**src/rtl/esc_wd_pkg.sv**
```systemverilog
package esc_wd_pkg;
  // Cause of a reset request, bit 1 = error input, bit 0 = timeout expiry
  typedef enum logic [1:0] {
    CAUSE_NONE    = 2'b00,
    CAUSE_TIMEOUT = 2'b01,
    CAUSE_ERROR   = 2'b10,
    CAUSE_BOTH    = 2'b11
  } wd_cause_e;
endpackage

```
**src/rtl/esc_wd_timer.sv**
```systemverilog
module esc_wd_timer #(
  parameter int TIMEOUT_CYC = 16
) (
  input  logic clk,
  input  logic rst_n,
  input  logic kick_i,
  input  logic hold_i,
  input  logic restart_i,
  input  logic freeze_i,
  output logic expire_o
);
  localparam int TMO_W = (TIMEOUT_CYC > 2) ? $clog2(TIMEOUT_CYC) : 1;
  localparam logic [TMO_W-1:0] LAST = TMO_W'(TIMEOUT_CYC - 1);

  logic [TMO_W-1:0] tmo_q;

  assign expire_o = !freeze_i && !hold_i && !kick_i && (tmo_q == LAST);

  always_ff @(posedge clk or negedge rst_n) begin
    if (!rst_n) begin
      tmo_q <= '0;
    end else if (freeze_i) begin
      tmo_q <= tmo_q;
    end else if (hold_i || kick_i || restart_i) begin
      tmo_q <= '0;
    end else begin
      tmo_q <= tmo_q + 1'b1;
    end
  end

  // counter never runs past its terminal value
  assert_tmo_range_R1: assert property (@(posedge clk) disable iff (!rst_n)
    tmo_q <= LAST);

  // a kick always brings the counter back to zero
  assert_kick_reload_R1: assert property (@(posedge clk) disable iff (!rst_n)
    (kick_i && !freeze_i) |=> (tmo_q == '0));
endmodule

```
**src/rtl/esc_wd_pulse.sv**
```systemverilog
module esc_wd_pulse #(
  parameter int HOLD_CYC = 4
) (
  input  logic clk,
  input  logic rst_n,
  input  logic start_i,
  input  logic kill_i,
  output logic active_o
);
  localparam int HLD_W = $clog2(HOLD_CYC + 1);
  localparam logic [HLD_W-1:0] LOAD = HLD_W'(HOLD_CYC);

  logic [HLD_W-1:0] hold_q;

  assign active_o = (hold_q != '0);

  always_ff @(posedge clk or negedge rst_n) begin
    if (!rst_n) begin
      hold_q <= '0;
    end else if (kill_i) begin
      hold_q <= '0;
    end else if (start_i) begin
      hold_q <= LOAD;
    end else if (hold_q != '0) begin
      hold_q <= hold_q - 1'b1;
    end
  end

  // a start request always produces a pulse unless killed
  assert_start_pulse_R3: assert property (@(posedge clk) disable iff (!rst_n)
    (start_i && !kill_i) |=> active_o);

  // a pulse only rises after a start request
  assert_rise_cause_R3: assert property (@(posedge clk) disable iff (!rst_n)
    $rose(active_o) |-> $past(start_i));
endmodule

```
**src/rtl/esc_wd_judge.sv**
```systemverilog
module esc_wd_judge #(
  parameter int WINDOW_CYC = 1024,
  parameter int LIMIT_K    = 3,
  parameter int CNT_W      = 4
) (
  input  logic             clk,
  input  logic             rst_n,
  input  logic             inc_i,
  output logic [CNT_W-1:0] count_o,
  output logic             fault_o
);
  localparam int WIN_W = (WINDOW_CYC > 2) ? $clog2(WINDOW_CYC) : 1;
  localparam logic [WIN_W-1:0] WIN_LAST = WIN_W'(WINDOW_CYC - 1);
  localparam logic [CNT_W-1:0] CNT_MAX  = {CNT_W{1'b1}};
  localparam logic [CNT_W-1:0] LIMIT    = CNT_W'(LIMIT_K);

  logic [WIN_W-1:0] win_q;
  logic [CNT_W-1:0] cnt_q;
  logic             fault_q;
  logic             win_end;
  logic             escalate;

  assign win_end  = (win_q == WIN_LAST);
  assign escalate = win_end && (cnt_q > LIMIT);

  always_ff @(posedge clk or negedge rst_n) begin
    if (!rst_n) begin
      win_q <= '0;
    end else if (!fault_q) begin
      win_q <= win_end ? '0 : win_q + 1'b1;
    end
  end

  always_ff @(posedge clk or negedge rst_n) begin
    if (!rst_n) begin
      cnt_q   <= '0;
      fault_q <= 1'b0;
    end else if (!fault_q) begin
      if (escalate) begin
        fault_q <= 1'b1;
      end else if (win_end) begin
        cnt_q <= inc_i ? CNT_W'(1) : '0;
      end else if (inc_i && (cnt_q != CNT_MAX)) begin
        cnt_q <= cnt_q + 1'b1;
      end
    end
  end

  assign count_o = cnt_q;
  assign fault_o = fault_q;

  // inside a window the tally only steps by one or stays put
  assert_step_R4: assert property (@(posedge clk) disable iff (!rst_n)
    (!win_end && !fault_q && inc_i && cnt_q != CNT_MAX) |=> (cnt_q == $past(cnt_q) + 1'b1));

  assert_no_overflow_R5: assert property (@(posedge clk) disable iff (!rst_n)
    (!win_end && cnt_q == CNT_MAX) |=> (cnt_q == CNT_MAX));

  // fault is sticky
  assert_fault_sticky_R8: assert property (@(posedge clk) disable iff (!rst_n)
    fault_q |=> fault_q);

  // fault can only rise at a window end with an excess tally
  assert_fault_cause_R6: assert property (@(posedge clk) disable iff (!rst_n)
    $rose(fault_q) |-> $past(win_end && cnt_q > LIMIT));
endmodule

```
**src/rtl/esc_watchdog.sv**
```systemverilog
module esc_watchdog #(
  parameter int TIMEOUT_CYC = 16,
  parameter int HOLD_CYC    = 4,
  parameter int WINDOW_CYC  = 1024,
  parameter int LIMIT_K     = 3,
  parameter int CNT_W       = 4
) (
  input  logic             clk,
  input  logic             rst_n,
  input  logic             kick_i,
  input  logic             err_i,
  output logic             unit_rst_o,
  output logic             fault_o,
  output logic             standby_en_o,
  output logic [CNT_W-1:0] reset_count_o
);
  import esc_wd_pkg::*;

  logic      expire;
  logic      hold_active;
  logic      fault;
  logic      trigger;
  wd_cause_e cause;

  assign cause   = wd_cause_e'({err_i, expire});
  assign trigger = (cause != CAUSE_NONE) && !hold_active && !fault;

  esc_wd_timer #(.TIMEOUT_CYC(TIMEOUT_CYC)) u_timer (
    .clk       (clk),
    .rst_n     (rst_n),
    .kick_i    (kick_i),
    .hold_i    (hold_active),
    .restart_i (trigger),
    .freeze_i  (fault),
    .expire_o  (expire)
  );

  esc_wd_pulse #(.HOLD_CYC(HOLD_CYC)) u_pulse (
    .clk      (clk),
    .rst_n    (rst_n),
    .start_i  (trigger),
    .kill_i   (fault),
    .active_o (hold_active)
  );

  esc_wd_judge #(
    .WINDOW_CYC (WINDOW_CYC),
    .LIMIT_K    (LIMIT_K),
    .CNT_W      (CNT_W)
  ) u_judge (
    .clk     (clk),
    .rst_n   (rst_n),
    .inc_i   (trigger),
    .count_o (reset_count_o),
    .fault_o (fault)
  );

  assign unit_rst_o   = hold_active;
  assign fault_o      = fault;
  assign standby_en_o = fault;

  // every rising reset edge comes from a timeout or an error
  assert_rst_cause_R2: assert property (@(posedge clk) disable iff (!rst_n)
    $rose(unit_rst_o) |-> $past(trigger));

  // once failover has settled the primary sees no reset
  assert_no_rst_after_fault_R8: assert property (@(posedge clk) disable iff (!rst_n)
    (fault_o && $past(fault_o)) |-> !unit_rst_o);

  // tally frozen after failover
  assert_count_frozen_R8: assert property (@(posedge clk) disable iff (!rst_n)
    fault_o |=> $stable(reset_count_o));
endmodule

```
**config.mk**
```make
export PLATFORM = sky130hd
export DESIGN_NAME = esc_watchdog
export DESIGN_NICKNAME = d
export VERILOG_FILES = /design/src/rtl/esc_wd_pkg.sv /design/src/rtl/esc_wd_timer.sv /design/src/rtl/esc_wd_pulse.sv /design/src/rtl/esc_wd_judge.sv /design/src/rtl/esc_watchdog.sv
export SDC_FILE = /design/constraint.sdc
export NUM_CORES = 1
export LEC_CHECK = 0
export ABC_CLOCK_PERIOD_IN_PS = 2300
export BUFFER_PORTS_ARGS = -buffer_cell sky130_fd_sc_hd__buf_2
export CAP_MARGIN = 20
export CELL_PAD_IN_SITES_DETAIL_PLACEMENT = 1
export CELL_PAD_IN_SITES_GLOBAL_PLACEMENT = 2
export CORE_ASPECT_RATIO = 1.5
export CORE_MARGIN = 5
export CORE_UTILIZATION = 34
export CTS_CLUSTER_SIZE = 16
export DETAILED_ROUTE_END_ITERATION = 10
export PLACE_DENSITY = 0.76
export SETUP_SLACK_MARGIN = 0.02
export SKIP_LAST_GASP = 1
export SYNTH_ARGS = -nofsm -noshare
export SYNTH_HDL_FRONTEND = slang
export SYNTH_HIERARCHICAL = 1
export SYNTH_SLANG_ARGS = --single-unit
export TNS_END_PERCENT = 20
```
**constraint.sdc**
```tcl
create_clock -name clk -period 2.3 [get_ports clk]
set_input_delay 0.345 -clock clk [delete_from_list [all_inputs] [get_ports clk]]
set_output_delay 0.345 -clock clk [all_outputs]
set_load 0.01 [all_outputs]
```
==> results of run 1 <==
how the worst min path moves through the flow:
stage                               to   from  slack (ns)
floorplan           u_judge/count_o[0]  rst_n        0.05
global placement      u_timer/tmo_q[0]  rst_n        0.35
detailed placement    u_timer/tmo_q[0]  rst_n        0.35
CTS                   u_timer/tmo_q[0]  rst_n        0.06
global route          u_timer/tmo_q[0]  rst_n        0.08
finish                u_timer/tmo_q[0]  rst_n        0.05
where the power goes:
part / internal (mW) / switching, mW
clock: 0.152 / 0.118
combinational: 0.213 / 0.206
sequential: 0.455 / 0.0633
final cells by class:
class / instances / area, um^2 / area share
Clock buffer: 4 / 55.1 / 0.0399
Inverter: 3 / 11.3 / 0.00817
Multi-Input combinational cell: 86 / 644 / 0.467
Sequential cell: 22 / 551 / 0.399
Tap cell: 42 / 52.6 / 0.0381
Timing Repair Buffer: 12 / 65.1 / 0.0472
state kept, by name, summed over array words and instances (netlist names):
register,cells
u_judge/count_o,4
u_timer/tmo_q,4
u_pulse/hold_q,3
u_judge/win_q,10
u_judge/fault_o,1
stage by stage:
step / std cells / setup slack (ns)
4_1_cts: 169 / 0.191
6_report: 169 / 0.186
3_5_place_dp: 165 / 0.191
2_1_floorplan: 115 / 0.145
5_1_grt: 169 / 0.0324
3_3_place_gp: 165 / 0.308
logic make-up after synthesis:
kind of cell               count (synthesis)
DFF                                       22
AOI/OAI and AO/OA                         17
buffers and inverters                      7
and+or+nand+nor                           52
muxes                                      3
adders and majority gates                  5
xor gates and xnor gates                   9
metal layers:
layer / global-route usage / up-vias
met1: 0.132 / 434
met4: 0.0371 / 0
met5: 0 / -
li1: - / 430
met3: 0.0201 / 2
met2: 0.186 / 7
placed cells by master (no fill, tap or decap), types with 2 or more instances in the layout:
| cell type | n |
|---|---|
| dfrtp_1 | 22 |
| nand2_1 | 11 |
| nand4_1 | 2 |
| clkbuf_8 | 4 |
| nor2b_1 | 2 |
| buf_2 | 10 |
| or3_4 | 2 |
| inv_1 | 3 |
| buf_4 | 2 |
| nand3_1 | 6 |
| xnor2_1 | 5 |
| xor2_1 | 4 |
| and3_1 | 2 |
| o21ai_1 | 4 |
| o21ai_0 | 3 |
| ha_1 | 5 |
| nor2_1 | 8 |
| mux2i_1 | 2 |
| nand2b_1 | 4 |
| nor3_2 | 2 |
timing repair:
action / in CTS / in global routing
hold buffers: 0 / 0
endpoints found under the hold margin: 0 / 0
resized for setup: 0 / 1
setup endpoints to repair: 0 / 1
critical path, stage by stage (launching register included):
cell	delay [ns]
dfrtp_1	0.40
inv_1	0.08
ha_1	0.22
nand2b_4	0.11
nor4_2	0.27
nor2_1	0.07
nor3_2	0.25
nand2_1	0.14
mux2_2	0.29
a22o_1	0.17
==> flow_summary.yaml, run 1 <==
logic_synthesis:
  synth_xor_area_frac: 0.0642
  synth_compound_area_frac: 0.113
  postSynthCellCount: 115
  syn_nets: 124
  synth_top_family_by_area: "simple AND/OR/NAND/NOR gates"
  yosys_warnings: 6
  synthAdderAreaFrac: 0.0510
  synth_most_common_cell: "dfrtp_1"
  synth_area_leaders: "dfrtp_1 45%, ha_1 5.1%, xnor2_1 3.6%, nand2_1 3.4%, xor2_1 2.9%"
  synthSimpleGateAreaFrac: 0.266
  synth_top_flop_cell: "dfrtp_1"
  yosys.area.top_type: "dfrtp_1"
  yosys.area.top_type_share: 0.449
  syn-cell-area_um2: 1230
  muxShareOfSynthArea: 0.0255
  async_flop_share: 1.00
  avgSynthCellArea_um2: 10.7
  ys_types: 44
  yosys-top-cells-count: "22 x dfrtp_1, 11 x nand2_1, 8 x nor2_1"
  synth_edf_count: 0
  synth_seq_cells: 22
  ys_seq_area_frac: 0.449
min_path:
  holdCritPathClass: "input port to async pin"
setup_path:
  ff2ff_path_depth: 9
  criticalPathCategory: "flop to flop"
  start_kind: "flop"
  required_ns: 2.45
  critPathMaxFanout: 8
  crit_path_end: "u_judge/count_o[1]"
  worstReg2RegEnd: "u_judge/count_o[1]"
  rrSetupSlack_ns: 0.19
  cp-end-kind: "flop"
  cp.arrival_ns: 2.26
  startpoint: "u_pulse/hold_q[0]"
  rr_startpoint: "u_pulse/hold_q[0]"
finish:
  drive_gt1_frac: 0.244
  nNetsFinal: 137
  fillers: 403
  diodes: 0
  area_growth_pct: 12.3
  postLayoutCellArea_um2: 1380
  fin_util: 0.400
sta:
  worstMarginPinSlew_ns: 0.504
  hold_viol_final: 0
  setup-tns-final_ns: 0
  max_freq_mhz: 473
  setup_viol: 0
  rsz0062_at_grt: "false"
  maxSlewViolCount: 0
  slew_headroom: 0.664
  fin_skew_ns: 0.00253
  finalCritPeriodShare: 0.919
  holdWs_ns: 0.0457
  period_minus_slack_ns: 2.11
power:
  powerDensity_nw_per_um2: 875
  power_mw: 1.21
  peakVddDrop_uv: 368
  p_leak_nw: 0.635
clocking:
  cts_num_sinks: 22
  h-tree-depth: 1
  cts_root_buffer: "clkbuf_8"
  cts_tree: "built"
  cts_buffers: 3
  clockBufferDepth: 2
  insertion_delay_ns: 0.25
  clk_pin_slew_ns: 0.08
  postCtsSetupRepairBufs: 0
global_route:
  grt_max_degree: 29
  grt_pass1_wl_um: 4310
  grt_pass1_vias: 936
  antenna_found_initial: 0
  gr-usage-all-layers: 0.109
  overflow: 0
floorplan:
  die_area_um2: 4940
  io_pins: 11
  initial_core_util: 0.356
  die_w_um: 59.1
  core_um2: 3450
  rows: 26
  die_y_um: 83.6
drt:
  wl_met1_um: 1050
  top_layer: "met4"
  dr.pass1.iters: 4
  wl_met3_um: 70
  vias: 873
  drt_iter0_markers: 26
  wl_um: 2390
  drc_errors: 0
  wl_per_cell_um: 14.2
  antenna_left: 0
  vias_per_cell: 5.17
  wl_met2_um: 1250
job:
  maxCapViolations: 0
placed_design:
  gp_congestion: 0.800
  portBuffers: 10
  place_area_um2: 1320
  dp_hpwl_um: 1760
outcome:
  status: "finished clean"
(Power assumes the default switching activity.)
==> run 2, diff against run 1 <==
ABC_CLOCK_PERIOD_IN_PS = unset   (was 2300)
MAX_ROUTING_LAYER = met4   (was unset)
==> run 2 against run 1 <==
Clock skew fell by 0.00054 ns. Sequential share of layout area did not move. Hold slack improved by 0.0017 ns. Largest cell class unchanged.
==> flow_summary.yaml, run 2 (same netlist as run 1, synthesis figures left out) <==
clocking:
  cts_tree: "built"
  cts_root_buffer: "clkbuf_8"
  clk_pin_slew_ns: 0.08
  h-tree-depth: 1
  clockBufferDepth: 2
  cts_num_sinks: 22
  cts_buffers: 3
  cts-hold-fix-buffers: 0
  insertion_delay_ns: 0.25
drt:
  wl_um: 2400
  antenna_left: 0
  vias: 875
  drt_iter0_markers: 21
  drc_errors: 0
  dr.pass1.iters: 4
  vias_per_cell: 5.18
  wl_per_cell_um: 14.2
setup_path:
  criticalPathCategory: "flop to flop"
  required_ns: 2.45
  rrSetupSlack_ns: 0.19
  cp-end-kind: "flop"
  worstReg2RegEnd: "u_judge/count_o[1]"
  cp.arrival_ns: 2.26
  critPathMaxFanout: 8
  rr_startpoint: "u_pulse/hold_q[0]"
  start_kind: "flop"
  ff2ff_path_depth: 9
floorplan:
  rows: 26
  die_w_um: 59.1
  initial_core_util: 0.356
  die_y_um: 83.6
  die_area_um2: 4940
  io_pins: 11
  core_um2: 3450
placed_design:
  pre_cts_ws_ns: 0.191
  portBuffers: 10
  gp_congestion: 0.812
  dp_hpwl_um: 1760
outcome:
  status: "finished clean"
sta:
  period_minus_slack_ns: 2.11
  fin_skew_ns: 0.00199
  slew_headroom: 0.662
  holdWs_ns: 0.0474
  finalCritPeriodShare: 0.919
  setup_viol: 0
  setup-tns-final_ns: 0
  maxSlewViolCount: 0
  hold_viol_final: 0
  worstMarginPinSlew_ns: 0.506
  rsz0062_at_grt: "false"
  max_freq_mhz: 473
  timing.final.ws_setup_ns: 0.185
min_path:
  holdCritPathClass: "input port to async pin"
job:
  maxCapViolations: 0
finish:
  diodes: 0
  nNetsFinal: 137
  final_cell_mix: "22 x dfrtp_1, 11 x nand2_1, 10 x buf_2"
  final_common_cell: "dfrtp_1"
  largest_reg_flops: 10
  largest_register: "u_judge/win_q"
  fin_util: 0.400
  fillers: 403
  area_growth_pct: 12.3
  drive_gt1_frac: 0.244
global_route:
  antenna_found_initial: 0
  grt_pass1_vias: 936
  overflow: 0
  grt_pass1_wl_um: 4310
  grt_max_degree: 29
  gr-usage-all-layers: 0.112
power:
  p_leak_nw: 0.635
  peakVddDrop_uv: 368
  powerDensity_nw_per_um2: 876
  power_mw: 1.21
## run 2: cell counts in the layout (fill, tap and decap cells not counted)
No cell type changed its count.
## run 2: worst max path at each step
stage,from,end,slack [ns],cells after the start
after CTS,u_pulse/hold_q[0],u_judge/count_o[1],0.19,9
after floorplan,u_pulse/hold_q[0],u_judge/count_o[1],0.15,9
final,u_pulse/hold_q[0],u_judge/count_o[1],0.19,9
after global placement,u_pulse/hold_q[0],u_judge/count_o[1],0.31,9
after global routing,u_pulse/hold_q[0],u_judge/count_o[1],0.03,9
after detailed placement,u_pulse/hold_q[0],u_judge/count_o[1],0.19,9
## run 2: routing by layer
layer	share of wire	GRT usage	vias up
li1	-	-	431
met4	0.010	0.0371	0
met3	0.029	0.0201	2
met2	0.53	0.186	7
met1	0.43	0.132	435
met5	0	-	-
## run 2: cell type report
type	count	area, um^2	area share
multi-input combinational	86	644	0.467
sequential	22	551	0.399
timing repair buffer	12	65.1	0.0472
clock buffer	4	55.1	0.0399
tap	42	52.6	0.0381
inverter	3	11.3	0.00817
## run 2: critical path, cell delays in order (launching register included)
cell and delay, ns:
dfrtp_1 0.40, inv_1 0.08, ha_1 0.22, nand2b_4 0.11, nor4_2 0.27, nor2_1 0.07, nor3_2 0.24, nand2_1 0.14
mux2_2 0.29, a22o_1 0.17
## run 2: report_power, final
part           internal, mW  total, mW  switching [mW]
combinational         0.213      0.419           0.207
clock                 0.152      0.270           0.118
sequential            0.455      0.518          0.0633
## run 2: what timing repair did
| action | 4_1_cts | 5_1_grt |
|---|---|---|
| resized for setup | 0 | 1 |
| buffers inserted | 0 | 0 |
| endpoints found under the setup margin | 0 | 1 |
## run 2: through the flow
stage          area (um^2)  instances
2_1_floorplan         1230        115
3_3_place_gp          1320        165
3_5_place_dp          1320        165
4_1_cts               1370        169
5_1_grt               1380        169
6_report              1380        169
